--- src/rtl/fdiv_pkg.sv ---
package fdiv_pkg;
   localparam int unsigned FDIV_WORD_W = 32;
   typedef logic [FDIV_WORD_W-1:0] fdiv_word_t;

   function automatic int unsigned fdiv_eff_width(input int unsigned w);
      return (w == 0) ? 1 : w;
   endfunction
endpackage

--- src/rtl/fdiv_cfg.sv ---
module fdiv_cfg
   import fdiv_pkg::*;
#(
   parameter int unsigned FIELD_SHIFT = 4,
   parameter int unsigned FIELD_WIDTH = 8
) (
   input  logic                   clk,
   input  logic                   rst_n,
   input  logic                   reg_wr,
   input  fdiv_word_t             reg_wdata,
   input  logic                   trig_wr,
   input  logic                   boundary,
   output logic                   busy,
   output logic                   adopt,
   output logic [FIELD_WIDTH-1:0] field_use
);
   logic [FIELD_WIDTH-1:0] staged_q;
   logic [FIELD_WIDTH-1:0] active_q;

   assign adopt     = busy & boundary;
   assign field_use = adopt ? staged_q : active_q;

   always_ff @(posedge clk or negedge rst_n) begin
      if (!rst_n) begin
         staged_q <= '0;
         active_q <= '0;
         busy     <= 1'b0;
      end else begin
         if (reg_wr) staged_q <= reg_wdata[FIELD_SHIFT +: FIELD_WIDTH];
         if (adopt) active_q <= staged_q;
         if (trig_wr) busy <= 1'b1;
         else if (adopt) busy <= 1'b0;
      end
   end

   assert_trig_sets_busy_R6: assert property (@(posedge clk) disable iff (!rst_n)
      trig_wr |=> busy);
   assert_pending_holds_R8: assert property (@(posedge clk) disable iff (!rst_n)
      (busy && !boundary) |=> busy);
   assert_clear_on_edge_R7: assert property (@(posedge clk) disable iff (!rst_n)
      $fell(busy) |-> $past(boundary));
endmodule

--- src/rtl/fdiv_phase_acc.sv ---
module fdiv_phase_acc #(
   parameter int unsigned FRAC_WIDTH = 2,
   localparam int unsigned FE = (FRAC_WIDTH == 0) ? 1 : FRAC_WIDTH
) (
   input  logic          clk,
   input  logic          rst_n,
   input  logic          step,
   input  logic          restart,
   input  logic [FE-1:0] frac,
   output logic          carry
);
   generate
      if (FRAC_WIDTH == 0) begin : g_integer
         assign carry = 1'b0;
      end else begin : g_fraction
         logic [FE-1:0] acc_q;
         logic [FE:0]   sum;

         assign sum   = {1'b0, (restart ? {FE{1'b0}} : acc_q)} + {1'b0, frac};
         assign carry = sum[FE];

         always_ff @(posedge clk or negedge rst_n) begin
            if (!rst_n) acc_q <= '0;
            else if (step) acc_q <= sum[FE-1:0];
         end

         assert_acc_hold_R3: assert property (@(posedge clk) disable iff (!rst_n)
            !step |=> $stable(acc_q));
         assert_acc_restart_R3: assert property (@(posedge clk) disable iff (!rst_n)
            (step && restart) |=> (acc_q == $past(frac)));
      end
   endgenerate
endmodule

--- src/rtl/fdiv_period_cnt.sv ---
module fdiv_period_cnt #(
   parameter int unsigned CNT_WIDTH = 7
) (
   input  logic                 clk,
   input  logic                 rst_n,
   input  logic                 run,
   input  logic [CNT_WIDTH-1:0] load_val,
   output logic                 at_zero
);
   logic [CNT_WIDTH-1:0] cnt_q;

   assign at_zero = (cnt_q == '0);

   always_ff @(posedge clk or negedge rst_n) begin
      if (!rst_n) cnt_q <= '0;
      else if (run) begin
         if (at_zero) cnt_q <= load_val;
         else cnt_q <= cnt_q - 1'b1;
      end
   end

   assert_frozen_R8: assert property (@(posedge clk) disable iff (!rst_n)
      !run |=> $stable(cnt_q));
   assert_count_down_R2: assert property (@(posedge clk) disable iff (!rst_n)
      (run && !at_zero) |=> (cnt_q == $past(cnt_q) - 1'b1));
endmodule

--- src/rtl/fdiv_top.sv ---
module fdiv_top
   import fdiv_pkg::*;
#(
   parameter int unsigned FIELD_SHIFT = 4,
   parameter int unsigned FIELD_WIDTH = 8,
   parameter int unsigned FRAC_WIDTH  = 2
) (
   input  logic        clk,
   input  logic        rst_n,
   input  logic        gate_open,
   input  logic        reg_wr,
   input  logic [31:0] reg_wdata,
   input  logic        trig_wr,
   output logic        trig_busy,
   output logic        tick
);
   localparam int unsigned INT_W = FIELD_WIDTH - FRAC_WIDTH;
   localparam int unsigned CNT_W = INT_W + 1;
   localparam int unsigned FE    = fdiv_eff_width(FRAC_WIDTH);

   generate
      if (FIELD_SHIFT + FIELD_WIDTH > FDIV_WORD_W) begin : g_bad_span
         $error("divisor field does not fit in the configuration word");
      end
      if (FRAC_WIDTH >= FIELD_WIDTH) begin : g_bad_frac
         $error("fraction must leave at least one integer bit");
      end
   endgenerate

   logic                   at_zero;
   logic                   boundary;
   logic                   adopt;
   logic                   carry;
   logic [FIELD_WIDTH-1:0] field_use;
   logic [INT_W-1:0]       int_part;
   logic [FE-1:0]          frac_part;
   logic [CNT_W-1:0]       load_val;

   assign boundary = gate_open & at_zero;
   assign tick     = boundary;
   assign int_part = field_use[FIELD_WIDTH-1:FRAC_WIDTH];

   generate
      if (FRAC_WIDTH == 0) begin : g_no_frac
         assign frac_part = '0;
      end else begin : g_frac
         assign frac_part = field_use[FE-1:0];
      end
   endgenerate

   assign load_val = {1'b0, int_part} + {{INT_W{1'b0}}, carry};

   fdiv_cfg #(
      .FIELD_SHIFT(FIELD_SHIFT),
      .FIELD_WIDTH(FIELD_WIDTH)
   ) i_cfg (
      .clk       (clk),
      .rst_n     (rst_n),
      .reg_wr    (reg_wr),
      .reg_wdata (reg_wdata),
      .trig_wr   (trig_wr),
      .boundary  (boundary),
      .busy      (trig_busy),
      .adopt     (adopt),
      .field_use (field_use)
   );

   fdiv_phase_acc #(
      .FRAC_WIDTH(FRAC_WIDTH)
   ) i_acc (
      .clk     (clk),
      .rst_n   (rst_n),
      .step    (boundary),
      .restart (adopt),
      .frac    (frac_part),
      .carry   (carry)
   );

   fdiv_period_cnt #(
      .CNT_WIDTH(CNT_W)
   ) i_cnt (
      .clk      (clk),
      .rst_n    (rst_n),
      .run      (gate_open),
      .load_val (load_val),
      .at_zero  (at_zero)
   );

   assert_no_tick_gated_R8: assert property (@(posedge clk) disable iff (!rst_n)
      !gate_open |-> !tick);
   assert_busy_drop_on_tick_R7: assert property (@(posedge clk) disable iff (!rst_n)
      (trig_busy && !tick) |=> trig_busy);
endmodule

--- config.mk ---
export PLATFORM = sky130hd
export DESIGN_NAME = fdiv_top
export DESIGN_NICKNAME = d
export VERILOG_FILES = /design/src/rtl/fdiv_pkg.sv /design/src/rtl/fdiv_cfg.sv /design/src/rtl/fdiv_phase_acc.sv /design/src/rtl/fdiv_period_cnt.sv /design/src/rtl/fdiv_top.sv
export SDC_FILE = /design/constraint.sdc
export NUM_CORES = 1
export LEC_CHECK = 0
export CAP_MARGIN = 20
export CORE_MARGIN = 1
export CORE_UTILIZATION = 45
export CTS_BUF_LIST = sky130_fd_sc_hd__clkbuf_4 sky130_fd_sc_hd__clkbuf_8
export CTS_CLUSTER_DIAMETER = 120
export DETAILED_ROUTE_END_ITERATION = 8
export PLACE_DENSITY = 0.76
export SLEW_MARGIN = 10
export SYNTH_ARGS = -nofsm -noshare
export SYNTH_HDL_FRONTEND = slang
export SYNTH_SLANG_ARGS = --single-unit
--- constraint.sdc ---
create_clock -name clk -period 4.7 [get_ports clk]
set_input_delay 0.705 -clock clk [delete_from_list [all_inputs] [get_ports clk]]
set_output_delay 0.705 -clock clk [all_outputs]
set_load 0.03 [all_outputs]
==> results.yml, run 1 <==
final_layout:
  fillerInstances: 248
  fin_nets: 183
  drive_above_1_share_pct: 20.14
  insertedDiodeCount: 0
  synthToLayoutAreaGrowth_pct: 16.79
  fin_util_pct: 56.61
  design_area_sq_mm: 0.001602
status:
  violations: "design-rule violations"
  status: "complete, but fails checks"
sta:
  period_share_pct: 80.86
  skew_ns: 0.003859
  whs_ns: 0.5174
  slew_headroom_pct: 67.08
  fmax_mhz: 263.1
  timing.setup.tns_ns: 0
  hold_viol: 0
  tightestPinTransition_ns: 0.4901
  drv_slew: 0
  setup_slack_ns: 0.8994
  rsz0062_at_grt: "no"
  fin_crit_ns: 3.801
  setup_viol: 0
yosys:
  syn-cell-area_sq_mm: 0.001371
  ys_types: 34
  synth-seq-cells: 26
  yosys_warnings: 0
  synth_fp_nets: 165
  yosys-top-cells-area: "dfrtp_1 47%, mux2_2 13%, ha_1 4.6%"
  yosysSeqAreaShare_pct: 47.45
  synth.avg_cell_area_sq_um: 11.24
  synth_edf_count: 0
  synthArstFlopShare_pct: 100.0
  synth_ff_type: "dfrtp_1"
  synth_top_area_share_pct: 47.45
  synthCells: 122
  synth_area_leader_cell: "dfrtp_1"
pwr:
  peakVddDrop_mv: 0.2351
  powerDensity_mw_per_mm2: 446.5
  p_leak_nw: 0.7358
setup_path:
  path_class: "in2reg"
  path_cells: "clkdlybuf4s50_1 -> nor3b_1 -> or3b_1 -> mux2_2 -> ha_1 -> fa_1 -> ha_1 -> ha_1 -> nand3_1 -> xor2_1 -> nor2_1 -> a21oi_1 -> o221ai_1"
  crit_path_frequent_cell: "ha_1"
  start_kind: "primary input"
  cp.required_ns: 4.90
  end_kind: "flip-flop"
  cp_num_buf_inv: 1
  slowest_delay_ns: 0.49
  crit_slowest_cell: "clkdlybuf4s50_1"
  rrSetupSlack_ns: 0.93
  critPathMaxFanout: 5
  crit_family: "adder cells"
  worstPathArrival_ns: 4.00
routing:
  ant_nets: 0
  drt_pass1_iterations: 6
  wire_per_inst_microns: 14.06
  drc: 2
  drt_iter0_drc: 17
  vias: 944
  via_per_inst: 5.553
  wl_microns: 2390
floorplan:
  initial_core_util_pct: 48.47
  die-area_sq_mm: 0.003272
  ioPinCount: 39
  core_sq_mm: 0.002829
  die_x_microns: 57.20
  die_y_microns: 57.20
  num_rows: 19
placement:
  post-place-ws_ns: 0.5386
  place_area_sq_mm: 0.001549
  gp_congestion: 0.8049
  hpwl_microns: 1813
  portBuffers: 14
clock_tree:
  cts_tree: "done"
  clock_latency_ns: 0.32
  cts_made_buffers: 3
  cts_hold_buffers: 0
  clock_sinks: 26
  clockRootBuffer: "clkbuf_4"
  post_cts_buffers: 0
  clkTransAtPathRegs_ns: 0.14
  htree_num_levels: 1
  cts-resized-gates: 0
  clk_path_buf_depth: 2
global_routing:
  grt_max_degree: 27
  antenna_found_initial: 0
  grt_pass1_wl_microns: 4029
  grtUsageTotal_pct: 16.02
  gr-total-overflow: 0
  grt_pass1_vias: 923
job:
  max-cap-violations: 0
min_path:
  hp-class: "reg2reg"
==> cell usage in the layout, fill, tap and decap left out, types with 2 or more instances in the layout <==
master            n
o21ai_0           4
clkdlybuf4s50_1  14
nand2_1           9
nand3_1           7
buf_4             3
mux2_4            2
inv_1             5
nor3_1            5
ha_1              5
nor2_1            5
o21ai_1           2
clkbuf_4          3
xor2_1            3
and2_1            2
dfrtp_1          26
mux2i_1           4
mux2_2           16
a21oi_1           7
==> registers in the layout, indices dropped and copies added (netlist names) <==
register / count
i_cfg.active_q: 8
i_cfg.staged_q: 8
i_cnt.cnt_q: 7
i_acc.g_fraction.acc_q: 2
i_cfg.busy: 1
==> cell usage after synthesis, types with 2 or more instances <==
cell,number
a21oi_1,7
and2_1,2
clkbuf_1,2
dfrtp_1,26
ha_1,5
inv_1,5
mux2_2,16
mux2_4,2
mux2i_1,4
nand2_1,9
nand3_1,7
nor2_1,5
nor3_1,5
o21ai_0,4
o21ai_1,2
xor2_1,3
==> path summary, 6_finish.rpt <==
check / from / endpoint / depth (start not counted)
setup / recovery: gate_open / i_cnt.cnt_q[4] / 13
hold / removal: i_acc.g_fraction.acc_q[0] / i_acc.g_fraction.acc_q[0] / 1
setup reg to reg: i_cnt.cnt_q[0] / i_cnt.cnt_q[4] / 14
hold reg to reg: i_acc.g_fraction.acc_q[0] / i_acc.g_fraction.acc_q[0] / 1
max in group asynchronous: rst_n / i_cfg.staged_q[5] / 2
min in group asynchronous: rst_n / i_cfg.busy / 2
==> where the power goes <==
part | internal (mW) | switching, mW | total (mW)
Clock | 0.0863 | 0.0651 | 0.151
Sequential | 0.292 | 0.0580 | 0.350
Combinational | 0.117 | 0.0966 | 0.213
Total | 0.495 | 0.220 | 0.715
==> cell families after synthesis <==
kind of cell    count (synthesis)  synth area share (%)
simple gates                   37                 14.42
flops                          26                 47.44
mux                            22                 18.25
compound gates                 17                 7.026
buf+inv                         9                 3.102
fa+ha+maj                       6                 6.022
xor+xnor                        5                 3.742
==> layout make-up <==
type                            count  area [sq um]  area share (%)
Inverter                            5         18.77           1.172
Sequential cell                    26         650.6           40.62
Multi-Input combinational cell     87         678.2           42.34
Tap cell                           31         38.79           2.422
Timing Repair Buffer               17         162.7           10.16
Clock inverter                      1         30.03           1.875
Clock buffer                        3         22.52           1.406
==> layer usage <==
layer	global-route usage (%)	routed length, microns
met4	2.091	8
met3	4.762	86
met2	26.55	1166
met1	21.51	1130
met5	0	0
==> through the flow <==
| step | cells | total power, mW |
|---|---|---|
| final | 170 | 0.7150 |
| after global placement | 166 | 0.5535 |
| after floorplan | 122 | 0.5050 |
| after global routing | 170 | 0.7631 |
| after CTS | 170 | 0.7241 |
| after detailed placement | 166 | 0.5713 |
(Power assumes the default switching activity.)
==> run 2, diff against run 1 <==
Clock period 4.7 ns to 3.9 ns, I/O delays scaled along.
==> results.yml, run 2 (synthesized netlist as in run 1, its figures left out) <==
status:
  status: "complete, but fails checks"
  violations: "design-rule violations"
setup_path:
  crit_path_frequent_cell: "ha_1"
  start_kind: "flip-flop"
  end_kind: "flip-flop"
  cp.required_ns: 4.11
  startpoint: "i_cnt.cnt_q[0]"
  path_class: "reg2reg"
  slowest_delay_ns: 0.48
  worstPathArrival_ns: 3.89
  critPathMaxFanout: 5
  crit_slowest_cell: "or4b_4"
  path_cells: "inv_1 -> ha_1 -> or4b_4 -> or3b_1 -> buf_4 -> mux2_2 -> fa_1 -> ha_1 -> ha_1 -> nand3_1 -> xor2_1 -> nor2_1 -> a21oi_1 -> o221ai_1"
  r2r_start: "i_cnt.cnt_q[0]"
final_layout:
  ff_latch_area_sq_um: 650.6
  fin_nets: 186
  multi_input_area_sq_um: 678.2
  drive_above_1_share_pct: 21.83
  insertedDiodeCount: 0
  fillerInstances: 231
  layout.cells.non_filler: 173
  synthToLayoutAreaGrowth_pct: 18.43
  top_regs: "i_cfg.active_q: 8 flops, i_cfg.staged_q: 8 flops, i_cnt.cnt_q: 7 flops"
  layout_commonest_cell: "dfrtp_1"
  final_cell_mix: "26 x dfrtp_1, 16 x mux2_2, 14 x clkdlybuf4s50_1, 9 x nand2_1"
floorplan:
  die_x_microns: 57.20
  die-area_sq_mm: 0.003272
  die_y_microns: 57.20
  core_sq_mm: 0.002829
  ioPinCount: 39
  num_rows: 19
  initial_core_util_pct: 48.47
placement:
  portBuffers: 14
  post-place-ws_ns: -0.04548
  gp_congestion: 0.8007
  hpwl_microns: 1850
  placedCellCount: 169
clock_tree:
  clk_path_buf_depth: 2
  cts-resized-gates: 0
  clkTransAtPathRegs_ns: 0.14
  cts_tree: "done"
  post_cts_buffers: 0
  htree_num_levels: 1
  clock_sinks: 26
  cts_hold_buffers: 0
  clockRootBuffer: "clkbuf_4"
  cts_made_buffers: 3
  clock_latency_ns: 0.32
sta:
  tightestPinTransition_ns: 0.5262
  setup_viol: 0
  drv_slew: 0
  fin_crit_ns: 3.678
  setup_slack_ns: 0.2222
  rsz0062_at_grt: "no"
  timing.setup.tns_ns: 0
  hold_viol: 0
  period_share_pct: 94.30
  slew_headroom_pct: 64.65
  fmax_mhz: 271.9
  skew_ns: 0.002142
routing:
  via_per_inst: 5.630
  drc: 1
  vias: 974
  ant_nets: 0
  wl_microns: 2447
  drt_iter0_drc: 65
  wire_per_inst_microns: 14.14
  drt_pass1_iterations: 8
global_routing:
  grt_max_degree: 27
  grt_util_met3_pct: 4.082
  antenna_found_initial: 0
  grtUsageTotal_pct: 16.72
  grt.met1_usage_pct: 20.65
  gr-total-overflow: 0
  grt_pass1_wl_microns: 4250
  grt_pass1_vias: 981
  grt_busiest_layer: "met2"
  met2_usage_pct: 29.92
pwr:
  powerDensity_mw_per_mm2: 532.5
  power_switching_mw: 0.2659
  switching_share_pct: 30.75
  comb_power_share_pct: 29.8
  peakVddDrop_mv: 0.3393
  p_clk_share_pct: 21.5
  p_leak_nw: 0.7508
  p_int_mw: 0.5988
  seq_power_share_pct: 48.7
min_path:
  hp-class: "reg2reg"
  min_from: "i_acc.g_fraction.acc_q[0]"
job:
  max-cap-violations: 0
-- run 2: metrics by stage --
stage	total power, mW	utilization [%]	cell area [sq um]	hold WS [ns]
floorplan	0.6086	-	1371	0.2894
global placement	0.6693	55.55	1572	0.4803
detailed placement	0.6879	55.55	1572	0.4867
CTS	0.8752	57.41	1624	0.5208
global route	0.9254	57.41	1624	0.5440
finish	0.8647	57.41	1624	0.5149
-- run 2: cell type report --
class / count / area share [%]
inverter: 5 / 1.156
sequential: 26 / 40.06
multi-input combinational: 87 / 41.76
clock inverter: 1 / 1.849
clock buffer: 3 / 1.387
timing repair buffer: 20 / 11.40
tap: 31 / 2.388
-- run 2: power by group through the flow --
stage / logic (mW) / clock network (mW) / registers [mW]
floorplan: 0.201 / 0 / 0.408
finish: 0.258 / 0.186 / 0.421
detailed placement: 0.261 / 0 / 0.427
global route: 0.293 / 0.197 / 0.436
global placement: 0.249 / 0 / 0.420
CTS: 0.262 / 0.193 / 0.420
-- run 2: worst paths after layout --
| path | end | slack, ns | cells after the start |
|---|---|---|---|
| max | i_cnt.cnt_q[4] | 0.22 | 14 |
| min | i_acc.g_fraction.acc_q[0] | 0.51 | 1 |
| max reg2reg | i_cnt.cnt_q[4] | 0.22 | 14 |
| min reg2reg | i_acc.g_fraction.acc_q[0] | 0.51 | 1 |
| max in group asynchronous | i_cfg.staged_q[4] | 3.04 | 2 |
| min in group asynchronous | i_cnt.cnt_q[4] | 0.61 | 2 |
-- run 2: worst max-delay path, delay by kind of cell, from the launching register on --
kind / cells / cell delay [ns]
buffers and inverters: 2 / 0.29
adder cells (fa/ha/maj): 4 / 1.02
AND/OR/NAND/NOR: 4 / 1.10
flip-flops: 1 / 0.43
XOR/XNOR: 1 / 0.15
multiplexers: 1 / 0.29
AO/OA/AOI/OAI: 2 / 0.29
-- run 2: layer usage --
metal	wire length (microns)	part of all wire, %
met4	19	0.78
met5	0	0
met2	1237	51
met1	1107	45
met3	83	3.4
==> run 3, diff against run 2 <==
--- a/constraint.sdc
+++ b/constraint.sdc
@@ -3,2 +3,2 @@
 set_output_delay 0.585 -clock clk [all_outputs]
-set_load 0.03 [all_outputs]
+set_load 0.005 [all_outputs]
==> results of run 3 <==
The final DEF is identical to that of run 2. Status: complete, but fails checks: design-rule violations.
Among the figures that moved: total power 0.8647 mW -> 0.8625 mW
